<file path="config.mk">
export PLATFORM = sky130hd
export DESIGN_NAME = ovs_rx_queue
export DESIGN_NICKNAME = d
export VERILOG_FILES = /design/src/rtl/rxq_pkg.sv /design/src/rtl/rx_frame_fsm.sv /design/src/rtl/rx_err_fifo.sv /design/src/rtl/ovs_rx_queue.sv
export SDC_FILE = /design/constraint.sdc
export NUM_CORES = 1
export LEC_CHECK = 0
export ABC_AREA = 1
export BUFFER_PORTS_ARGS = -buffer_cell sky130_fd_sc_hd__buf_2
export CAP_MARGIN = 20
export CORE_ASPECT_RATIO = 1.1
export CORE_UTILIZATION = 40
export CTS_BUF_LIST = sky130_fd_sc_hd__clkbuf_16
export DETAILED_ROUTE_END_ITERATION = 7
export HOLD_SLACK_MARGIN = 0.05
export MAX_ROUTING_LAYER = met4
export PLACE_DENSITY = 0.65
export SLEW_MARGIN = 0
export SYNTH_ARGS = -nofsm -noshare
export SYNTH_HDL_FRONTEND = slang
export SYNTH_SLANG_ARGS = --single-unit
</file>
<file path="constraint.sdc">
create_clock -name clk -period 2.5 [get_ports clk]
set_input_delay 0.5 -clock clk [delete_from_list [all_inputs] [get_ports clk]]
set_output_delay 0.5 -clock clk [all_outputs]
set_load 0.01 [all_outputs]
</file>
<file path="src/rtl/rxq_pkg.sv">
package rxq_pkg;
    localparam int DATA_W = 8;

    typedef struct packed {
        logic              brk;
        logic              ferr;
        logic              perr;
        logic [DATA_W-1:0] data;
    } rx_entry_t;

    typedef enum logic [2:0] {
        ST_IDLE,
        ST_START_CHK,
        ST_DATA,
        ST_PARITY,
        ST_STOP,
        ST_WAIT_HIGH
    } rx_state_e;
endpackage

</file>
<file path="src/rtl/rx_frame_fsm.sv">
module rx_frame_fsm
    import rxq_pkg::*;
#(
    parameter int OVS = 16
) (
    input  logic      clk,
    input  logic      rst_n,
    input  logic      rx_line,
    input  logic      tick16,
    input  logic [1:0] char_len,
    input  logic      par_en,
    input  logic      par_odd,
    output logic      push,
    output rx_entry_t push_entry
);
    localparam int CNT_W = $clog2(OVS);
    localparam logic [CNT_W-1:0] MID  = CNT_W'(OVS/2 - 1);
    localparam logic [CNT_W-1:0] LAST = CNT_W'(OVS - 1);

    rx_state_e        state_q, state_d;
    logic [CNT_W-1:0] cnt_q, cnt_d;
    logic [2:0]       idx_q, idx_d;
    logic [DATA_W-1:0] data_q, data_d;
    logic             par_q, par_d;
    logic             zero_q, zero_d;
    logic             push_d;
    rx_entry_t        entry_d;
    logic             centre;
    logic [2:0]       last_idx;

    assign centre   = tick16 && (cnt_q == LAST);
    assign last_idx = 3'(3'd4 + {1'b0, char_len});

    // next-state and output decisions
    always_comb begin
        state_d = state_q;
        cnt_d   = cnt_q;
        idx_d   = idx_q;
        data_d  = data_q;
        par_d   = par_q;
        zero_d  = zero_q;
        push_d  = 1'b0;
        entry_d = push_entry;
        unique case (state_q)
            ST_IDLE: begin
                if (tick16 && !rx_line) begin
                    state_d = ST_START_CHK;
                    cnt_d   = '0;
                end
            end
            ST_START_CHK: begin
                if (tick16) begin
                    if (cnt_q == MID) begin
                        if (rx_line) begin
                            state_d = ST_IDLE;
                        end else begin
                            state_d = ST_DATA;
                            cnt_d   = '0;
                            idx_d   = '0;
                            data_d  = '0;
                            zero_d  = 1'b1;
                        end
                    end else begin
                        cnt_d = cnt_q + 1'b1;
                    end
                end
            end
            ST_DATA: begin
                if (centre) begin
                    cnt_d         = '0;
                    data_d[idx_q] = rx_line;
                    zero_d        = zero_q && !rx_line;
                    if (idx_q == last_idx) state_d = par_en ? ST_PARITY : ST_STOP;
                    else                   idx_d   = idx_q + 1'b1;
                end else if (tick16) begin
                    cnt_d = cnt_q + 1'b1;
                end
            end
            ST_PARITY: begin
                if (centre) begin
                    cnt_d   = '0;
                    par_d   = rx_line;
                    zero_d  = zero_q && !rx_line;
                    state_d = ST_STOP;
                end else if (tick16) begin
                    cnt_d = cnt_q + 1'b1;
                end
            end
            ST_STOP: begin
                if (centre) begin
                    push_d = 1'b1;
                    if (zero_q && !rx_line) begin
                        entry_d = '{brk: 1'b1, ferr: 1'b1, perr: 1'b0, data: '0};
                    end else begin
                        entry_d.brk  = 1'b0;
                        entry_d.ferr = !rx_line;
                        entry_d.perr = par_en && ((^data_q ^ par_q) != par_odd);
                        entry_d.data = data_q;
                    end
                    state_d = rx_line ? ST_IDLE : ST_WAIT_HIGH;
                end else if (tick16) begin
                    cnt_d = cnt_q + 1'b1;
                end
            end
            ST_WAIT_HIGH: begin
                if (tick16 && rx_line) state_d = ST_IDLE;
            end
            default: state_d = ST_IDLE;
        endcase
    end

    // state register
    always_ff @(posedge clk) begin
        if (!rst_n) begin
            state_q    <= ST_IDLE;
            cnt_q      <= '0;
            idx_q      <= '0;
            data_q     <= '0;
            par_q      <= 1'b0;
            zero_q     <= 1'b0;
            push       <= 1'b0;
            push_entry <= '0;
        end else begin
            state_q    <= state_d;
            cnt_q      <= cnt_d;
            idx_q      <= idx_d;
            data_q     <= data_d;
            par_q      <= par_d;
            zero_q     <= zero_d;
            push       <= push_d;
            push_entry <= entry_d;
        end
    end

    p_false_start_r3: assert property (@(posedge clk) disable iff (!rst_n)
        (state_q == ST_START_CHK && tick16 && cnt_q == MID && rx_line) |=> (state_q == ST_IDLE && !push));

    p_break_entry_r6: assert property (@(posedge clk) disable iff (!rst_n)
        (push && push_entry.brk) |-> (push_entry.ferr && !push_entry.perr && push_entry.data == '0));

    p_single_push_r2: assert property (@(posedge clk) disable iff (!rst_n)
        push |=> !push);

    p_wait_high_r5: assert property (@(posedge clk) disable iff (!rst_n)
        (state_q == ST_WAIT_HIGH && !rx_line) |=> (state_q == ST_WAIT_HIGH));
endmodule

</file>
<file path="src/rtl/rx_err_fifo.sv">
module rx_err_fifo
    import rxq_pkg::*;
#(
    parameter int DEPTH = 16,
    localparam int AW = $clog2(DEPTH),
    localparam int CW = $clog2(DEPTH + 1)
) (
    input  logic          clk,
    input  logic          rst_n,
    input  logic          wr_en,
    input  rx_entry_t     wr_entry,
    input  logic          rd_en,
    output rx_entry_t     rd_entry,
    output logic [CW-1:0] count,
    output logic          ovr_evt
);
    rx_entry_t     mem [DEPTH];
    logic [AW-1:0] wp, rp;
    logic          full, empty, do_wr, do_rd;

    assign full     = (count == CW'(DEPTH));
    assign empty    = (count == '0);
    assign do_rd    = rd_en && !empty;
    assign do_wr    = wr_en && !full;
    assign ovr_evt  = wr_en && full;
    assign rd_entry = mem[rp];

    always_ff @(posedge clk) begin
        if (do_wr) mem[wp] <= wr_entry;
    end

    always_ff @(posedge clk) begin
        if (!rst_n) begin
            wp    <= '0;
            rp    <= '0;
            count <= '0;
        end else begin
            if (do_wr) wp <= (wp == AW'(DEPTH - 1)) ? '0 : wp + 1'b1;
            if (do_rd) rp <= (rp == AW'(DEPTH - 1)) ? '0 : rp + 1'b1;
            if (do_wr && !do_rd)      count <= count + 1'b1;
            else if (do_rd && !do_wr) count <= count - 1'b1;
        end
    end

    p_count_bound_r7: assert property (@(posedge clk) disable iff (!rst_n)
        count <= CW'(DEPTH));

    p_empty_read_r7: assert property (@(posedge clk) disable iff (!rst_n)
        (empty && rd_en && !wr_en) |=> (count == '0));

    p_full_keep_r8: assert property (@(posedge clk) disable iff (!rst_n)
        (full && wr_en && !rd_en) |=> (count == CW'(DEPTH) && $stable(rp)));
endmodule

</file>
<file path="src/rtl/ovs_rx_queue.sv">
module ovs_rx_queue
    import rxq_pkg::*;
#(
    parameter int DEPTH = 16,
    parameter int OVS   = 16
) (
    input  logic        clk,
    input  logic        rst_n,
    input  logic        rx_line,
    input  logic        tick16,
    input  logic [1:0]  char_len,
    input  logic        par_en,
    input  logic        par_odd,
    input  logic [1:0]  trig_sel,
    input  logic        rts_auto_en,
    input  logic        rd_en,
    output logic [7:0]  rd_data,
    output logic        rd_perr,
    output logic        rd_ferr,
    output logic        rd_brk,
    output logic        data_ready,
    output logic        overrun,
    output logic        rts
);
    localparam int CW = $clog2(DEPTH + 1);

    logic          push, ovr_evt;
    rx_entry_t     push_entry, head;
    logic [CW-1:0] fill, thr;
    logic          rts_q;

    rx_frame_fsm #(.OVS(OVS)) u_fsm (
        .clk(clk), .rst_n(rst_n), .rx_line(rx_line), .tick16(tick16),
        .char_len(char_len), .par_en(par_en), .par_odd(par_odd),
        .push(push), .push_entry(push_entry)
    );

    rx_err_fifo #(.DEPTH(DEPTH)) u_fifo (
        .clk(clk), .rst_n(rst_n), .wr_en(push), .wr_entry(push_entry),
        .rd_en(rd_en), .rd_entry(head), .count(fill), .ovr_evt(ovr_evt)
    );

    always_comb begin
        unique case (trig_sel)
            2'd0:    thr = CW'(1);
            2'd1:    thr = CW'(DEPTH / 4);
            2'd2:    thr = CW'(DEPTH / 2);
            default: thr = CW'(DEPTH - 2);
        endcase
    end

    always_ff @(posedge clk) begin
        if (!rst_n) begin
            overrun <= 1'b0;
            rts_q   <= 1'b1;
        end else begin
            if (ovr_evt)    overrun <= 1'b1;
            else if (rd_en) overrun <= 1'b0;
            if (!rts_auto_en)     rts_q <= 1'b1;
            else if (fill >= thr) rts_q <= 1'b0;
            else if (fill == '0)  rts_q <= 1'b1;
        end
    end

    assign rts        = rts_q;
    assign data_ready = (fill != '0);
    assign rd_data    = head.data;
    assign rd_perr    = head.perr;
    assign rd_ferr    = head.ferr;
    assign rd_brk     = head.brk;

    p_ovr_sticky_r8: assert property (@(posedge clk) disable iff (!rst_n)
        (overrun && !rd_en) |=> overrun);

    p_rts_drop_r9: assert property (@(posedge clk) disable iff (!rst_n)
        (rts_auto_en && fill >= thr) |=> (!rts || !rts_auto_en));

    p_rts_hold_r9: assert property (@(posedge clk) disable iff (!rst_n)
        (rts_auto_en && !rts && fill != '0) |=> (!rts || !rts_auto_en));

    p_rts_manual_r10: assert property (@(posedge clk) disable iff (!rst_n)
        !rts_auto_en |=> rts);
endmodule

</file>
==> results.ini <==
[pwr]
power.density_nw_per_um2=934
leakagePower_nw=4.17
peakVddDrop_mv=0.613
power_mw=10.9

[route]
antenna_left=0
vias_per_cell=5.22
route.detailed.drc=3
drt_first_pass_iters=7
vias=6817
wl_um=22200
wl_per_cell_um=17.0
drt-initial-drc-count=509

[place]
io_buffers=25
dpl_cell_area_sq_um=10600
place_congestion=0.835
dp_hpwl_um=13900

[floorplanning]
ioPinCount=26
die_y_um=168
initial_core_util_pct=40.8
row_count=60
die_w_um=153
design.die.area_sq_um=25600
core_area_sq_um=24500

[setup_path]
worstPathMaxFanout=6
cp_slowest_cell=dfxtp_4
cp_cell_sequence=buf_12, buf_6, mux2i_1, o21ai_1, o211ai_1, nand2_1, buf_2
slowest_delay_ps=370
worstSetupEndpointType=output port
cp_num_buf_inv=3
path_delay_family=compound AO/OA/AOI/OAI gates
critPathLaunchType=flop
critical_path_class=flop to output port
crit_required_ps=2000
critPathArrivalTime_ps=2040

[synth]
yosysWarnings=0
yosysMostFrequentCell=edfxtp_1
synth.avg_cell_area_sq_um=10.9
yosysUniqueCellTypes=36
synth_ff_type=edfxtp_1
synth.area.top_cells=edfxtp_1 (53%), dfxtp_1 (10%), nand2_1 (4.9%), mux2i_1 (4.4%), a21oi_1 (4.3%)
yosysTopAreaCellShare_pct=52.9
synth_edf_count=176
synthTopCellsByCount=edfxtp_1 (176), nand2_1 (130), inv_1 (100)
synthCells=918
ys_ff_latch=227
syn_area_sq_um=9990
syn_nets=946
synth_area_leader_cell=edfxtp_1
ys_async_sr_fraction_pct=0
yosysSeqAreaShare_pct=63.1

[clock_network]
clock-root-buffer=clkbuf_16
clkLatencyLatePin_ps=510
htree_levels=1
clock_sinks=227
cts_tree=done
clockBufferDepth=3
path_clk_slew_ps=60
numCtsBuffers=25

[finish]
finish.instance_area_sq_um=11700
fin_util_pct=47.8
drive_gt1_share_pct=15.5
diodes=0
area_growth_pct=17.2
multi_input_area_sq_um=3110
fillCellCount=2191
nets=1006
seqCellArea_sq_um=6310

[global_routing]
grtUsageTotal_pct=18.0
grt_overflow=0
grt_max_degree=30
first_global_vias=6513
grt_pass1_wl_um=35200
grt_antenna_before_repair=0

[worst_hold_path]
hp-class=primary input to flop

[sta]
slew_violations=0
hold_ws_ps=196
final_hold_viol_count=0
setup_ws_ps=-41.7
grt_setup_unrepaired=yes
fin_skew_ps=18.0
finalCritPeriodShare_pct=102
relSlewSlack_pct=47.1
tightest_slew_ps=792
setup_violations=4
min_period_ps=2540
fmax_ghz=0.393

[run]
maxCapViolations=0

[run_status]
violations=DRC, setup timing
status=finished with violations

==> where the power goes <==
part / switching (mW) / internal [mW] / leakage [nW]
Combinational: 1.88 / 1.27 / 2.10
Clock: 1.40 / 2.11 / 0.400
Sequential: 0.135 / 4.13 / 1.67
==> state kept, by name (all words and copies together), names as in the netlist, 3 cells and up, named ones only <==
name              count
u_fsm.push_entry     11
u_fsm.cnt_q           4
u_fsm.data_q          8
u_fifo.count          5
u_fifo.wp             4
u_fsm.idx_q           3
u_fifo.mem          176
u_fsm.state_q         3
u_fifo.rp             4
==> cell usage in the layout (no fill, tap or decap), types with 33 or more instances in the layout <==
cell type	instances
buf_4	33
inv_1	103
o21ai_1	39
dfxtp_1	49
nand2_1	129
edfxtp_1	176
nand3_1	43
o211ai_1	46
o21ai_0	44
a21oi_1	76
mux2i_1	41
nor2_1	46
==> worst paths after layout <==
path	from	end	depth (start not counted)	slack, ps
worst max-delay path	flop	rd_perr	7	-40
worst min-delay path	rts_auto_en	rts$_SDFFE_PN1P_	2	200
worst max register to register	u_fifo.count[0]$_SDFFE_PN0P_	u_fifo.count[4]$_SDFFE_PN0P_	16	250
worst min register to register	u_fsm.zero_q$_SDFFE_PN0P_	u_fsm.zero_q$_SDFFE_PN0P_	2	460
==> per-layer routing <==
layer  up-vias  global-route usage [%]  share of wire, %
met1      3282                    23.8                45
li1       3343                       -                 -
met4         0                    4.74               1.9
met5         -                       -                 0
met3        26                    1.99               5.1
met2       166                    29.5                48
==> stage by stage <==
| step | TNS, ps | cells | setup slack, ps |
|---|---|---|---|
| after floorplan | 0 | 918 | 209 |
| after CTS | -233 | 1302 | -34.1 |
| after global placement | 0 | 1248 | 146 |
| after global routing | -880 | 1306 | -114 |
| after detailed placement | 0 | 1248 | 79.7 |
| final | -93.1 | 1306 | -41.7 |
==> area by class of cell <==
class / instances / share of cell area [%]
inverter: 112 / 3.60
multi-input combinational: 537 / 26.6
clock buffer: 25 / 5.34
timing repair buffer: 75 / 5.81
sequential: 227 / 53.9
clock inverter: 20 / 1.41
tap: 310 / 3.31
==> logic make-up (layout without fill, tap and decap cells) <==
family,count (synthesis),in the layout,share of synthesized area (%)
AO/OA/AOI/OAI,221,221,12.4
XOR/XNOR,9,9,0.789
adder cells (fa/ha/maj),16,16,2.08
buffers and inverters,154,232,6.26
flip-flops,227,227,63.2
multiplexers,44,44,4.41
AND/OR/NAND/NOR,247,247,10.9
==> timing repair <==
| action | in CTS | in global routing |
|---|---|---|
| buffers inserted | 5 | 4 |
| pin swaps | 23 | 22 |
| resized for setup | 36 | 31 |
| cloned | 4 | 0 |
| setup endpoints to repair | 11 | 12 |
| hold buffers | 0 | 0 |
No activity file was read; power rests on OpenSTA's default activity.
